File: src/rtl/sdram_init_pkg.sv
// Package: shared command codes and sequencer state encoding for the
// SDRAM initialization sequencer.
package sdram_init_pkg;

    typedef enum logic [1:0] {
        CMD_NOP = 2'd0,
        CMD_MRS = 2'd1,
        CMD_REF = 2'd2,
        CMD_PRE = 2'd3
    } sdram_cmd_e;

    typedef enum logic [2:0] {
        ST_IDLE   = 3'd0,
        ST_SETTLE = 3'd1,
        ST_CMD    = 3'd2,
        ST_GAP    = 3'd3,
        ST_DONE   = 3'd4
    } seq_state_e;

endpackage

File: src/rtl/sdram_mode_calc.sv
// Derives the mode-register byte from CAS field, speed select and bus
// width; a nonzero override replaces the derived value.
// Assumes: purely combinational, inputs are stable when sampled by the
// caller.
module sdram_mode_calc #(
    parameter int MODE_W = 8
) (
    input  logic [1:0]        cas_field_i,
    input  logic              fast_clk_i,
    input  logic              wide_bus_i,
    input  logic [MODE_W-1:0] override_i,
    output logic [MODE_W-1:0] mode_o
);

    localparam logic [MODE_W-1:0] BASE_CAS2 = MODE_W'(8'h40);
    localparam logic [MODE_W-1:0] BASE_CAS3 = MODE_W'(8'h60);

    logic              cas_is_two;
    logic [MODE_W-1:0] wide_val;
    logic [MODE_W-1:0] derived;

    // Decode the CAS field according to the clock-speed select.
    always_comb begin
        if (fast_clk_i) cas_is_two = (cas_field_i == 2'd0);
        else            cas_is_two = (cas_field_i == 2'd1);
    end

    // Pick the 32-bit value and halve it for a 16-bit bus.
    always_comb begin
        wide_val = cas_is_two ? BASE_CAS2 : BASE_CAS3;
        derived  = wide_bus_i ? wide_val : (wide_val >> 1);
    end

    // A nonzero override wins over the derived value.
    always_comb begin
        mode_o = (override_i != '0) ? override_i : derived;
    end

endmodule

File: src/rtl/sdram_init_script.sv
// Maps a script slot index to the SDRAM command issued in that slot:
// precharge, refresh/nop pairs, then mode-register set, each slot
// followed by a nop slot.
// Assumes: idx_i < SCRIPT_LEN.
module sdram_init_script
    import sdram_init_pkg::*;
#(
    parameter int REFRESH_PAIRS = 8,
    parameter int SCRIPT_LEN    = 2 * (REFRESH_PAIRS + 2),
    parameter int IDX_W         = $clog2(SCRIPT_LEN)
) (
    input  logic [IDX_W-1:0] idx_i,
    output sdram_cmd_e       cmd_o
);

    localparam logic [IDX_W-1:0] MRS_SLOT = IDX_W'(SCRIPT_LEN - 2);

    // Odd slots are idle; slot 0 precharges; the second-to-last loads mode.
    always_comb begin
        if (idx_i[0])                cmd_o = CMD_NOP;
        else if (idx_i == '0)        cmd_o = CMD_PRE;
        else if (idx_i == MRS_SLOT)  cmd_o = CMD_MRS;
        else                         cmd_o = CMD_REF;
    end

endmodule

File: src/rtl/sdram_wait_timer.sv
// Loadable down-counter used for both the settle wait and the gap
// between commands; reports when it has reached zero.
// Assumes: synchronous active-low reset; load takes priority.
module sdram_wait_timer #(
    parameter int CW = 16
) (
    input  logic          clk,
    input  logic          rst_n,
    input  logic          load_i,
    input  logic [CW-1:0] load_val_i,
    output logic          zero_o
);

    logic [CW-1:0] cnt_q;

    // Load on request, otherwise count down to zero and hold.
    always_ff @(posedge clk) begin
        if (!rst_n)             cnt_q <= '0;
        else if (load_i)        cnt_q <= load_val_i;
        else if (cnt_q != '0)   cnt_q <= cnt_q - 1'b1;
    end

    assign zero_o = (cnt_q == '0);

endmodule

File: src/rtl/sdram_init_seq.sv
// SDRAM power-up initialization sequencer. On an accepted start pulse it
// captures the mode byte, waits SETTLE_CYCLES, plays the command script
// with GAP_CYCLES idle cycles after every slot, repeats the wait and
// script PASSES times, then raises refresh enable and done.
// Assumes: SETTLE_CYCLES >= 1, GAP_CYCLES >= 1; start ignored while busy.
module sdram_init_seq
    import sdram_init_pkg::*;
#(
    parameter int SETTLE_CYCLES = 40000,
    parameter int GAP_CYCLES    = 5,
    parameter int REFRESH_PAIRS = 8,
    parameter int PASSES        = 2,
    parameter int MODE_W        = 8
) (
    input  logic              clk,
    input  logic              rst_n,
    input  logic              start_i,
    input  logic [1:0]        cas_field_i,
    input  logic              fast_clk_i,
    input  logic              wide_bus_i,
    input  logic [MODE_W-1:0] mode_override_i,
    output logic [1:0]        cmd_o,
    output logic [MODE_W-1:0] mode_data_o,
    output logic              refresh_en_o,
    output logic              done_o
);

    localparam int SCRIPT_LEN = 2 * (REFRESH_PAIRS + 2);
    localparam int IDX_W      = $clog2(SCRIPT_LEN);
    localparam int MAX_WAIT   = (SETTLE_CYCLES > GAP_CYCLES) ? SETTLE_CYCLES : GAP_CYCLES;
    localparam int CW         = $clog2(MAX_WAIT + 1);
    localparam int PASS_W     = (PASSES > 1) ? $clog2(PASSES) : 1;
    localparam logic [CW-1:0]     SETTLE_LOAD = CW'(SETTLE_CYCLES - 1);
    localparam logic [CW-1:0]     GAP_LOAD    = CW'(GAP_CYCLES - 1);
    localparam logic [IDX_W-1:0]  LAST_SLOT   = IDX_W'(SCRIPT_LEN - 1);
    localparam logic [PASS_W-1:0] LAST_PASS   = PASS_W'(PASSES - 1);

    seq_state_e        state_q;
    logic [IDX_W-1:0]  idx_q;
    logic [PASS_W-1:0] pass_q;
    logic [MODE_W-1:0] mode_q;
    logic              timer_load;
    logic [CW-1:0]     timer_val;
    logic              timer_zero;
    logic              accept_start;
    logic [MODE_W-1:0] mode_next;
    sdram_cmd_e        slot_cmd;

    sdram_mode_calc #(
        .MODE_W(MODE_W)
    ) u_mode (
        .cas_field_i (cas_field_i),
        .fast_clk_i  (fast_clk_i),
        .wide_bus_i  (wide_bus_i),
        .override_i  (mode_override_i),
        .mode_o      (mode_next)
    );

    sdram_init_script #(
        .REFRESH_PAIRS (REFRESH_PAIRS),
        .SCRIPT_LEN    (SCRIPT_LEN),
        .IDX_W         (IDX_W)
    ) u_script (
        .idx_i (idx_q),
        .cmd_o (slot_cmd)
    );

    sdram_wait_timer #(
        .CW(CW)
    ) u_timer (
        .clk        (clk),
        .rst_n      (rst_n),
        .load_i     (timer_load),
        .load_val_i (timer_val),
        .zero_o     (timer_zero)
    );

    // Start is honoured only from idle or after completion.
    assign accept_start = start_i && ((state_q == ST_IDLE) || (state_q == ST_DONE));

    // Timer reload: settle on start or pass restart, gap after each slot.
    always_comb begin
        timer_load = 1'b0;
        timer_val  = GAP_LOAD;
        if (accept_start) begin
            timer_load = 1'b1;
            timer_val  = SETTLE_LOAD;
        end else if (state_q == ST_CMD) begin
            timer_load = 1'b1;
            timer_val  = GAP_LOAD;
        end else if (state_q == ST_GAP && timer_zero && idx_q == LAST_SLOT
                     && pass_q != LAST_PASS) begin
            timer_load = 1'b1;
            timer_val  = SETTLE_LOAD;
        end
    end

    // Main sequencing: settle, command slot, gap, next slot or next pass.
    always_ff @(posedge clk) begin
        if (!rst_n) begin
            state_q <= ST_IDLE;
            idx_q   <= '0;
            pass_q  <= '0;
        end else if (accept_start) begin
            state_q <= ST_SETTLE;
            idx_q   <= '0;
            pass_q  <= '0;
        end else begin
            case (state_q)
                ST_SETTLE: if (timer_zero) state_q <= ST_CMD;
                ST_CMD:    state_q <= ST_GAP;
                ST_GAP: begin
                    if (timer_zero) begin
                        if (idx_q != LAST_SLOT) begin
                            idx_q   <= idx_q + 1'b1;
                            state_q <= ST_CMD;
                        end else if (pass_q != LAST_PASS) begin
                            idx_q   <= '0;
                            pass_q  <= pass_q + 1'b1;
                            state_q <= ST_SETTLE;
                        end else begin
                            state_q <= ST_DONE;
                        end
                    end
                end
                default: state_q <= state_q;
            endcase
        end
    end

    // Capture the mode byte when a sequence is accepted.
    always_ff @(posedge clk) begin
        if (!rst_n)            mode_q <= '0;
        else if (accept_start) mode_q <= mode_next;
    end

    // Drive outputs from the registered state.
    always_comb begin
        cmd_o        = (state_q == ST_CMD) ? slot_cmd : CMD_NOP;
        mode_data_o  = mode_q;
        refresh_en_o = (state_q == ST_DONE);
        done_o       = (state_q == ST_DONE);
    end

endmodule

File: config.mk
export PLATFORM = sky130hd
export DESIGN_NAME = sdram_init_seq
export DESIGN_NICKNAME = d
export VERILOG_FILES = /design/src/rtl/sdram_init_pkg.sv /design/src/rtl/sdram_mode_calc.sv /design/src/rtl/sdram_init_script.sv /design/src/rtl/sdram_wait_timer.sv /design/src/rtl/sdram_init_seq.sv
export SDC_FILE = /design/constraint.sdc
export NUM_CORES = 1
export LEC_CHECK = 0
export ABC_AREA = 0
export BUFFER_PORTS_ARGS = -buffer_cell sky130_fd_sc_hd__buf_2
export CAP_MARGIN = 15
export CORE_UTILIZATION = 51
export CTS_CLUSTER_DIAMETER = 30
export CTS_CLUSTER_SIZE = 28
export DETAILED_ROUTE_END_ITERATION = 10
export PLACE_DENSITY = 0.77
export SYNTH_ARGS = -nofsm -noshare
export SYNTH_HDL_FRONTEND = slang
export SYNTH_HIERARCHICAL = 1
export SYNTH_SLANG_ARGS = --single-unit
File: constraint.sdc
create_clock -name clk -period 3.45 [get_ports clk]
set_input_delay 0.5175 -clock clk [delete_from_list [all_inputs] [get_ports clk]]
set_output_delay 0.5175 -clock clk [all_outputs]
set_load 0.05 [all_outputs]
After elaboration in Yosys (flattened, before gate mapping)
Index checks and enable logic that the tools add are counted.
- bitwise operators: 3
- $add $sub $neg: 3
- reductions and logical operators: 19
- eq/ne operators: 13
- muxes and demuxes: 25
- operators with widths (cell ; number):
    $mux 16 ; 5
    $logic_not 16->1 ; 1
    $mux 8 ; 2
    $reduce_bool 16->1 ; 1
    $sub 16x1->16 const B ; 1
    $mux 3 ; 4
    $reduce_and 3->1 ; 4
    $eq 5x5->1 const B ; 2
    $mux 5 ; 2
    $pmux 3 s3 ; 1
    $mux 2 ; 4
    $reduce_bool 8->1 ; 1
    $eq 3x2->1 const B ; 2
    $mux 1 ; 6
    $mux 6 ; 1
    $ne 3x3->1 const B ; 2
    $add 5x1->5 const B ; 1
    $logic_not 5->1 ; 1
    $ne 5x5->1 const B ; 1
    $logic_and 1x1->1 ; 4
    $ne 2x2->1 const B ; 2
    $reduce_bool 4->1 ; 1
    $eq 3x1->1 const B ; 1
    $eq 3x3->1 const B ; 1
    other kinds (10) ; 12
- word-level logic and storage cells: 69
- bits of input ports: 15
- flip-flop bits (word level): 33
- output and inout bits: 12

Depth between registers and ports, before layout
Gate-level depths: netlist of the first run.
- word-level depth: 8
- mapped depth: 15
- mapped depth without buffers: 12

Hierarchy
The synthesis of the first run kept the hierarchy.
- modules (own cells, without submodules) (module ; instances ; area each (um^2) ; sequential area each (um^2) ; cells an instance):
    sdram_wait_timer ; 1 ; 939.7 ; 320.3 ; 116
    sdram_init_seq ; 1 ; 838.3 ; 340.3 ; 93
    sdram_mode_calc ; 1 ; 92.6 ; 0.0 ; 15
    sdram_init_script ; 1 ; 31.3 ; 0.0 ; 4

Worst setup path after synthesis of the first run
No wires, ideal clock.
- kind: register to register
- from: reg u_timer.cnt_q[0]
- to: reg u_timer.cnt_q[13]
- arrival time: 3.390 ns
- period minus slack after synthesis: 3.517 ns
- stages on the path, launching flop included: 15
- data required time: 3.323 ns
- library setup time: 0.127 ns
- buffers on the path: 3
- path slack: -0.067 ns
- cells stage by stage: dfxtp_1 inv_1 ha_1 or3b_1 or4_4 buf_6 buf_2 nor2_1 nand4b_4 o31a_2 nand2b_1 clkbuf_1 clkinv_1 o221ai_1 nor3_1
- longest elaborated chain between the ends: 8
- elaborated cells between the ends (all ways): 12
- classes of those cells: 1 x add/sub; 5 x mux; 6 x reduce/logical
- RTL lines (what ; line ; text):
    from (decl) ; sdram_wait_timer.sv:14 ; logic [CW-1:0] cnt_q;
    from (signal assigned) ; sdram_wait_timer.sv:19 ; else if (load_i) cnt_q <= load_val_i;
    from (signal assigned) ; sdram_wait_timer.sv:20 ; else if (cnt_q != '0) cnt_q <= cnt_q - 1'b1;
    $logic_not 16->1 * ; sdram_wait_timer.sv:23 ; assign zero_o = (cnt_q == '0);
    via timer_zero ; sdram_init_seq.sv:44 ; logic timer_zero;
    $logic_and 1x1->1 * (2 in a row) ; sdram_init_seq.sv:91 ; end else if (state_q == ST_GAP && timer_zero && idx_q == LAST_SLOT
    $logic_and 1x1->1 * ; sdram_init_seq.sv:92 ; && pass_q != LAST_PASS) begin
    $mux 1 * ; sdram_init_seq.sv:91 ;
    $mux 1 * ; sdram_init_seq.sv:88 ; end else if (state_q == ST_CMD) begin
    $mux 1 * ; sdram_init_seq.sv:85 ; if (accept_start) begin
    via timer_load ; sdram_init_seq.sv:42 ; logic timer_load;
    $mux 16 or $reduce_bool 2->1 (tied branches) ; - ;
Mark *: on every way through the listed nets, which the timed path passes. The rest lies on a longest branch. The select of a mux whose other input is x is not followed.
A chain may end at the register's enable or synchronous reset.

Final worst setup path of the first run
- from: reg u_timer.cnt_q[0]
- to: reg u_timer.cnt_q[15]
- longest elaborated chain between the ends: 8
- elaborated cells between the ends (all ways): 15
- classes of those cells: 1 x add/sub; 8 x mux; 6 x reduce/logical
- RTL lines (what ; line):
    $logic_not 16->1 * ; sdram_wait_timer.sv:23
    via timer_zero ; sdram_init_seq.sv:44
    $logic_and 1x1->1 * (2 in a row) ; sdram_init_seq.sv:91
    $logic_and 1x1->1 * ; sdram_init_seq.sv:92
    $mux 16 or $mux 1 (tied branches) ; sdram_init_seq.sv:91
    $mux 16 or $mux 1 (tied branches) ; sdram_init_seq.sv:88
    $mux 16 or $mux 1 (tied branches) ; sdram_init_seq.sv:85
    $mux 16 or $reduce_bool 2->1 (tied branches) ; -
Marks and branches as above.

==> impl_metrics.tcl, run 1 <==
set metrics [dict create \
    grt_start_max_net_pins 32 \
    end_kind "flop" \
    cts.path.max_buffers 2 \
    p_leak_nw 0.8456 \
    finalHoldViolations 0 \
    diodes 0 \
    ys_seq_area_share_pct 34.74 \
    fin_nets 271 \
    ys_types 55 \
    wirelength_um 3682 \
    core_area_um2 3442 \
    cts_buffers 5 \
    cts_tree "yes" \
    dp.cells 293 \
    overflow 0 \
    muxShareOfSynthArea_pct 0.5263 \
    crit_fanout 11 \
    critPathRequiredTime_ns 3.66 \
    synth-seq-cells 33 \
    synthAdderAreaFrac_pct 1.316 \
    vdd_drop_max_uv 279.2 \
    via_per_inst 5.465 \
    path_clk_slew_ns 0.07 \
    setup.worst_path.start_class "flop" \
    portBuffers 26 \
    worst_pin_slew_ns 0.6079 \
    drt-initial-drc-count 115 \
    setup_ws_ns 0.2210 \
    drive_above_1_share_pct 20.39 \
    grt_pass1_vias 1501 \
    max_clock_freq_ghz 0.3097 \
    antenna_found_initial 0 \
    drv_slew 0 \
    final_cells 301 \
    die_y_um 63.07 \
    synthArstFlopShare_pct 0 \
    synthSimpleGateAreaFrac_pct 28.88 \
    wl_per_cell_um 12.23 \
    clkSinkCount 33 \
    gp_congestion 0.8050 \
    first_pass_iters 4 \
    drc 0 \
    status "finished clean" \
    dr_total_vias 1645 \
    synth-xor-area-share_pct 5.066 \
    yosysWarnings 6 \
    synthCells 228 \
    min_path_type "flop to flop" \
    worstPathArrival_ns 3.44 \
    regArea_um2 660.6 \
    clockRootBuffer "clkbuf_8" \
    grt_pass1_wl_um 6672 \
    avgSynthCellArea_um2 8.341 \
    multi_input_area_um2 1136 \
    relSlewSlack_pct 59.10 \
    grt_setup_unrepaired "no" \
    die_x_um 63.07 \
    synth_compound_area_share_pct 21.84 \
    finalSetupViolations 0 \
    synth-edff-count 0 \
    ant_nets 0 \
    nFillCells 304 \
    synth_top_family_by_area "simple AND/OR/NAND/NOR gates" \
    dp_hpwl_um 2639 \
    placed_area_um2 2038 \
    fin_setup_tns_ns 0 \
    min_period_over_period_pct 93.60 \
    final.min_clock_period_ns 3.229 \
    area_growth_pct 13.42 \
    io_pins 27 \
    rows 21 \
    power_density_nw_per_um2 678.8 \
    initial_utilization_pct 55.25 \
    crit_type "flop to flop" \
    htreeDepth 2 \
    cap_violations 0 \
    postLayoutCellArea_um2 2157 \
    ys.flop_type "dfxtp_1" \
    dp_slack_ns 0.01773 \
    final_common_cell "dfxtp_1" \
    die-area_um2 3977 \
    fin_skew_ns 0.008743 \
    gr-usage-all-layers_pct 21.27 \
    hold_buffers 0 \
    layout_common_cells "33 x dfxtp_1, 32 x nand2_1, 26 x buf_2" \
    synthesis.area_um2 1902 \
    cts_setup_buffers 0 \
    clkLatencyLatePin_ns 0.29 \
]
-- worst paths after layout --
check	start	slack (ns)	end	cells after the start
min reg2reg	mode_data_o[0]$_SDFFE_PN0P_	0.45	mode_data_o[0]$_SDFFE_PN0P_	2
max	u_timer/cnt_q[0]$_SDFFE_PN0P_	0.22	u_timer/cnt_q[15]$_SDFFE_PN0P_	11
max reg2reg	u_timer/cnt_q[0]$_SDFFE_PN0P_	0.22	u_timer/cnt_q[15]$_SDFFE_PN0P_	11
min	mode_data_o[0]$_SDFFE_PN0P_	0.45	mode_data_o[0]$_SDFFE_PN0P_	2
-- sequential cells by signal, indices dropped and copies added (netlist names) --
signal         flops
idx_q              5
u_timer/cnt_q     16
pass_q             1
state_q            3
mode_data_o        8
-- critical path: stages (launching register included) --
cell and delay [ns]:
dfxtp_1 0.33, inv_1 0.08, ha_1 0.18, or3b_1 0.43, or4_4 0.55, nor2_1 0.22, nand4b_4 0.17, o31a_2 0.35
inv_1 0.28, nand3_1 0.14, and4_1 0.23, nor3_1 0.17
-- cell families after synthesis --
family,Yosys count
other,2
AND/OR/NAND/NOR,92
multiplexers,1
AO/OA/AOI/OAI,60
adder cells (fa/ha/maj),2
flip-flops,33
XOR/XNOR,11
buffers and inverters,27
-- area by class of cell --
class / instances / share of cell area [%]
Tap cell: 46 / 2.668
Clock inverter: 3 / 2.146
Sequential cell: 33 / 30.63
Clock buffer: 5 / 3.190
Timing Repair Buffer: 29 / 7.077
Multi-Input combinational cell: 176 / 52.67
Inverter: 9 / 1.624
-- timing repair --
action	in CTS	in global routing
cloned	0	0
setup endpoints to repair	1	15
resized for setup	1	1
-- report_power, final --
group	internal (mW)	switching [mW]
Combinational	0.235	0.329
Sequential	0.457	0.0800
Clock	0.216	0.147
-- per-layer routing --
| metal | up-vias | routed length [um] | GRT usage, % | part of all wire (%) |
|---|---|---|---|---|
| met5 | - | 0 | 0 | 0 |
| met4 | 0 | 68 | 9.593 | 1.8 |
| met3 | 5 | 114 | 7.065 | 3.1 |
| met2 | 19 | 1713 | 34.01 | 47 |
| met1 | 752 | 1786 | 25.64 | 49 |
| li1 | 869 | - | - | - |
-- per-stage QoR --
step	utilization, %	hold WS, ns	power, mW
after global placement	59.21	0.4416	1.101
after detailed placement	59.21	0.4462	1.100
final	62.67	0.4530	1.464
after CTS	62.60	0.4570	1.470
after floorplan	-	0.4694	1.016
after global routing	62.67	0.4758	1.574
-- cell usage after synthesis, types with 2 or more instances --
cell | instances | share of area (%)
inv_1 | 8 | 1.6
xnor2_1 | 8 | 3.7
nand2_1 | 32 | 6.3
nand2b_1 | 3 | 0.99
o21bai_1 | 3 | 1.2
o31ai_1 | 2 | 0.79
a21boi_0 | 3 | 1.2
and2_1 | 3 | 0.99
o211ai_1 | 2 | 0.79
nor3_1 | 10 | 2.6
or3b_1 | 2 | 0.92
nand3_1 | 12 | 3.2
a221oi_1 | 2 | 0.92
o21ai_0 | 14 | 3.7
xor2_1 | 3 | 1.4
and4_1 | 2 | 0.92
or3_1 | 3 | 0.99
clkbuf_1 | 10 | 2.0
buf_6 | 4 | 2.4
nor2_1 | 5 | 0.99
o221ai_1 | 3 | 1.4
a21oi_1 | 8 | 2.1
nor4_1 | 4 | 1.3
a31oi_1 | 3 | 0.99
or4_4 | 2 | 1.2
a21boi_1 | 8 | 3.2
conb_1 | 2 | 0.39
nor4_2 | 3 | 2.0
or4_1 | 2 | 0.79
buf_2 | 2 | 0.53
ha_1 | 2 | 1.3
nor3b_1 | 2 | 0.79
dfxtp_1 | 33 | 35
o311ai_0 | 2 | 0.92
Note: power is estimated with default switching activity, not from simulation.
==> inputs of run 2 (changes only) <==
CORE_UTILIZATION = 50   (was 51)
PLACE_DENSITY = 0.76   (was 0.77)
SYNTH_HIERARCHICAL = not set   (was 1)
==> impl_metrics.tcl, run 2 <==
set metrics [dict create \
    regArea_um2 660.6 \
    cts_tree "yes" \
    seq_power_share_pct 41.8 \
    drv_slew 0 \
    avgSynthCellArea_um2 8.200 \
    postLayoutCellArea_um2 2004 \
    die-area_um2 3734 \
    dr_total_vias 1622 \
    initial_utilization_pct 52.34 \
    r2r_slack_ns 1.41 \
    hold_end "mode_data_o[4]$_SDFFE_PN0P_" \
    yosysWarnings 0 \
    intPower_uw 758.3 \
    crit_type "flop to primary output" \
    ys.flop_type "dfxtp_1" \
    clockRootBuffer "clkbuf_4" \
    switchingPower_uw 360.5 \
    min_period_over_period_pct 68.78 \
    ys_types 45 \
    largest_reg_flops 16 \
    r2r_end "u_timer.cnt_q[15]$_SDFFE_PN0P_" \
    ys_seq_area_share_pct 37.82 \
    r2r-start "idx_q[0]$_SDFFE_PP0P_" \
    critPathRequiredTime_ns 2.93 \
    core_area_um2 3337 \
    overflow 0 \
    wirelength_um 3728 \
    hp-start "mode_override_i[4]" \
    clkLatencyLatePin_ns 0.34 \
    grt_setup_unrepaired "no" \
    synth_area_leaders "dfxtp_1 38%, a21oi_1 6.3%, nand2_1 6.2%" \
    final_common_cell "dfxtp_1" \
    finalSetupViolations 0 \
    cts_buffers 5 \
    drive_above_1_share_pct 18.18 \
    grt_pass1_wl_um 6320 \
    swShare_pct 32.22 \
    power.total_mw 1.119 \
    reg2reg_depth 6 \
    area_growth_pct 14.76 \
    drt-initial-drc-count 56 \
    fin_nets 261 \
    max_clock_freq_ghz 0.4214 \
    via_per_inst 5.632 \
    path_clk_slew_ns 0.10 \
    status "finished clean" \
    cts_setup_buffers 0 \
    placed_area_um2 1902 \
    syn-num-nets 233 \
    die_y_um 61.11 \
    synth.most_common_cell "dfxtp_1" \
    power_density_nw_per_um2 558.2 \
    min_path_type "primary input to flop" \
    clkSinkCount 33 \
    layout_common_cells "33 x dfxtp_1, 29 x nand2_1, 26 x buf_2" \
    nFillCells 320 \
    gp_congestion 0.8070 \
    holdWs_ns 0.4283 \
    dp_hpwl_um 2730 \
    crit_fanout 8 \
    grt_pass1_vias 1460 \
    hold_depth 3 \
    antenna_found_initial 0 \
    synth-edff-count 0 \
    worstPathArrival_ns 1.86 \
    synthArstFlopShare_pct 0 \
    end_kind "primary output" \
    synthCells 213 \
    ctsResizeCount 0 \
    finalHoldViolations 0 \
    fin_setup_tns_ns 0 \
    htreeDepth 2 \
    p_leak_nw 0.7936 \
    wl_per_cell_um 12.94 \
    synth_top_area_share_pct 37.82 \
    pwr-share-clk_pct 32.5 \
    diodes 0 \
    fin_skew_ns 0.004809 \
    cap_violations 0 \
    worst_pin_slew_ns 0.5314 \
    first_pass_iters 4 \
    pwr-share-comb_pct 25.6 \
    synthesis.area_um2 1747 \
    cts.path.max_buffers 2 \
    multi_input_area_um2 1023 \
    drc 0 \
    relSlewSlack_pct 64.09 \
    rows 21 \
    grt_start_max_net_pins 17 \
    portBuffers 26 \
    io_pins 27 \
    yosys-top-cells-count "33 x dfxtp_1, 29 x nand2_1, 22 x a21oi_1" \
    ant_nets 0 \
    gr-usage-all-layers_pct 22.62 \
    synth_top_area_cell "dfxtp_1" \
    setup.worst_path.start_class "flop" \
    final.min_clock_period_ns 2.373 \
    hold_buffers 0 \
    top_register "u_timer.cnt_q" \
    synth-seq-cells 33 \
    vdd_drop_max_uv 265.3 \
    die_x_um 61.11 \
]
## run 2: power groups by stage
stage	Clock [mW]	Combinational [mW]	Sequential (mW)
after CTS	0.364	0.285	0.467
after floorplan	0	0.204	0.490
after detailed placement	0	0.283	0.476
after global routing	0.383	0.321	0.474
final	0.364	0.287	0.468
after global placement	0	0.278	0.475
## run 2: worst max-delay path by stage
| stage | start | slack (ns) | depth (start not counted) | end |
|---|---|---|---|---|
| 6_report | state_q[1]$_SDFFE_PP0P_ | 1.08 | 4 | cmd_o[0] |
| 4_1_cts | state_q[1]$_SDFFE_PP0P_ | 1.08 | 4 | cmd_o[0] |
| 3_5_place_dp | start_i | 1.44 | 7 | u_timer.cnt_q[15]$_SDFFE_PN0P_ |
| 2_1_floorplan | state_q[1]$_SDFFE_PP0P_ | 0.50 | 4 | cmd_o[0] |
| 5_1_grt | state_q[1]$_SDFFE_PP0P_ | 0.92 | 4 | cmd_o[0] |
| 3_3_place_gp | state_q[1]$_SDFFE_PP0P_ | 1.49 | 4 | cmd_o[0] |
## run 2: cell type report
type / instances / share of cell area (%)
Clock buffer: 5 / 1.873
Clock inverter: 3 / 3.246
Inverter: 6 / 1.124
Multi-Input combinational cell: 168 / 51.06
Sequential cell: 33 / 32.96
Tap cell: 46 / 2.871
Timing Repair Buffer: 27 / 6.866
## run 2: kinds of logic (layout without fill, tap and decap cells)
group / count (synthesis) / after routing / synth area share, %
adder cells (fa/ha/maj): 5 / 5 / 3.582
flip-flops: 33 / 33 / 37.82
XOR/XNOR: 7 / 7 / 3.510
multiplexers: 2 / 2 / 1.146
AO/OA/AOI/OAI: 58 / 58 / 20.27
AND/OR/NAND/NOR: 96 / 96 / 30.09
buffers and inverters: 12 / 41 / 3.581
## run 2: worst max-delay path, stage by stage, from the launching register on
cell	delay, ns
dfxtp_1	0.46
and2b_2	0.21
nand2b_1	0.20
nor4b_1	0.34
buf_2	0.31
## run 2: metal layers
metal / routed length [um] / part of all wire, % / track usage (%) / vias up
met5: 0 / 0 / 0 / -
met4: 15 / 0.40 / 6.169 / 0
met3: 154 / 4.1 / 5.882 / 2
met2: 1690 / 45 / 37.73 / 39
met1: 1868 / 50 / 28.94 / 753
li1: - / - / - / 828
## run 2: through the flow
stage                     std cells  setup slack, ns  util, %
final                           288            1.077    60.07
after global routing            288           0.9241    60.07
after CTS                       288            1.084    60.07
after detailed placement        280            1.437    56.99
after global placement          280            1.486    56.99
after floorplan                 213           0.4965        -
==> inputs of run 3 (changes only) <==
ABC_AREA = 1   (was 0)
CORE_UTILIZATION = 55   (was 50)
PLACE_DENSITY = 0.79   (was 0.76)
clock period = 2.25 ns   (was 3.45 ns; I/O delays follow)
==> impl_metrics.tcl, run 3 <==
set metrics [dict create \
    cts.path.max_buffers 2 \
    cts_tree "yes" \
    cp_cell_sequence "inv_2 > nor2_4 > nand2_2 > nor3_1 > buf_2" \
    max_clock_freq_ghz 0.5250 \
    dp.cells 365 \
    critPathRequiredTime_ns 1.91 \
    htreeDepth 2 \
    ys.flop_type "dfxtp_1" \
    synth.most_common_cell "nor2_1" \
    yosys-top-cells-count "64 x nor2_1, 49 x nand2_1, 33 x dfxtp_1" \
    grt_pass1_vias 1784 \
    die_y_um 63.05 \
    top_register "u_timer.cnt_q" \
    fin_skew_ns 0.003821 \
    layout_common_cells "64 x nor2_1, 49 x nand2_1, 33 x dfxtp_1" \
    fin_setup_tns_ns 0 \
    drv_slew 0 \
    regArea_um2 660.6 \
    end_kind "primary output" \
    gr-usage-all-layers_pct 25.08 \
    first_pass_iters 5 \
    nFillCells 340 \
    ys_seq_area_share_pct 32.23 \
    p_leak_nw 1.129 \
    crit_type "flop to primary output" \
    finalHoldViolations 0 \
    initial_utilization_pct 59.54 \
    fin_nets 346 \
    vdd_drop_max_uv 768.3 \
    r2r-start "u_timer.cnt_q[0]$_SDFFE_PN0P_" \
    core_area_um2 3442 \
    slowest_delay_ns 0.41 \
    synthArstFlopShare_pct 0 \
    cts_buffers 5 \
    avgSynthCellArea_um2 6.901 \
    ys_types 37 \
    multi_input_area_um2 1230 \
    io_pins 27 \
    ant_nets 0 \
    status "finished clean" \
    drt-initial-drc-count 86 \
    yosysWarnings 0 \
    diodes 0 \
    relSlewSlack_pct 75.35 \
    r2r_end "state_q[0]$_SDFFE_PN0P_" \
    synth-seq-cells 33 \
    hold_depth 3 \
    final.min_clock_period_ns 1.905 \
    setup.worst_path.start_class "flop" \
    drive_above_1_share_pct 22.09 \
    grt_setup_unrepaired "no" \
    path_clk_slew_ns 0.06 \
    worst_pin_slew_ns 0.3689 \
    clkSinkCount 33 \
    synth_top_area_share_pct 32.23 \
    min_period_over_period_pct 84.65 \
    postLayoutCellArea_um2 2307 \
    ctsResizeCount 0 \
    synth_area_leaders "dfxtp_1 32%, nor2_1 12%, nand2_1 9.0%" \
    grt_start_max_net_pins 15 \
    power_density_nw_per_um2 1344 \
    synthesis.area_um2 2049 \
    grt_pass1_wl_um 7783 \
    cap_violations 0 \
    die_x_um 63.05 \
    finalSetupViolations 0 \
    hp-start "mode_override_i[7]" \
    antenna_found_initial 0 \
    rows 21 \
    placed_area_um2 2221 \
    area_growth_pct 12.58 \
    crit_fanout 8 \
    dp_hpwl_um 3332 \
    dr_total_vias 1904 \
    cp-startpoint "state_q[1]$_SDFFE_PP0P_" \
    synth_top_area_cell "dfxtp_1" \
    overflow 0 \
    wl_per_cell_um 11.72 \
    r2r_slack_ns 0.47 \
    synth-edff-count 0 \
    syn-num-nets 317 \
    drc 0 \
    hold_end "mode_data_o[7]$_SDFFE_PN0P_" \
    gp_congestion 0.9409 \
    die-area_um2 3975 \
    clockRootBuffer "clkbuf_8" \
    via_per_inst 5.118 \
    final_common_cell "nor2_1" \
    wirelength_um 4361 \
    clkLatencyLatePin_ns 0.29 \
    final_cells 372 \
    portBuffers 26 \
    hold_buffers 0 \
    reg2reg_depth 11 \
    largest_reg_flops 16 \
    worstPathArrival_ns 1.57 \
    cts_setup_buffers 0 \
    crit_slowest_cell "dfxtp_1" \
    min_path_type "primary input to flop" \
    synthCells 297 \
]
-- run 3: cell types whose count changed in the layout (fill, tap and decap cells not counted), sizes merged, moves of 6 or more --
cell and change:
nand3 +18, xor2 +6, nand2 +28, inv +32
a21oi -11, nor2 +59
-- run 3: worst max-delay path by stage --
stage / cells after the start / slack, ns / endpoint
CTS: 5 / 0.34 / cmd_o[0]
global placement: 10 / 0.52 / u_timer.cnt_q[3]$_SDFFE_PN0P_
global route: 7 / 0.20 / cmd_o[0]
detailed placement: 11 / 0.48 / state_q[0]$_SDFFE_PN0P_
finish: 5 / 0.35 / cmd_o[0]
floorplan: 5 / 0.09 / cmd_o[1]
-- run 3: logic make-up (layout without fill, tap and decap cells) --
logic type	count (synthesis)	count (layout)	share of synthesized area, %
AOI/OAI and AO/OA	33	33	9.646
DFF	33	33	32.23
xor gates and xnor gates	9	9	3.846
and+or+nand+nor	175	175	43.22
adders and majority gates	5	5	3.053
buffers and inverters	42	71	7.998
-- run 3: final cells by class --
cell class	instances	share of cell area, %
Sequential cell	33	28.63
Clock buffer	7	3.742
Timing Repair Buffer	26	5.640
Multi-Input combinational cell	222	53.31
Inverter	38	6.182
Tap cell	46	2.495
-- run 3: per-stage QoR --
step / power [mW] / utilization [%] / setup WS (ns) / hold WS, ns
finish: 3.102 / 67.03 / 0.3454 / 0.3122
global route: 3.380 / 67.03 / 0.1964 / 0.3262
CTS: 3.109 / 67.03 / 0.3427 / 0.3132
detailed placement: 2.653 / 64.52 / 0.4832 / 0.4728
global placement: 2.626 / 64.52 / 0.5152 / 0.4670
floorplan: 2.318 / - / 0.09283 / 0.4781
-- run 3: per-layer routing --
metal	wire length, um	vias to the layer above	track usage (%)	share of wire [%]
met4	87	0	11.92	2.0
li1	-	1003	-	-
met5	0	-	0	0
met3	222	10	5.292	5.1
met2	1942	40	39.25	45
met1	2109	851	32.51	48
-- run 3: power breakdown --
group	switching (mW)	internal, mW	total (mW)
Clock	0.202	0.242	0.445
Sequential	0.175	0.753	0.928
Combinational	1.18	0.546	1.73
-- run 3: critical path, delay by kind of cell (launching register included) --
family / cells / cell delay [ns]
buf+inv: 2 / 0.37
flops: 1 / 0.41
simple gates: 3 / 0.51
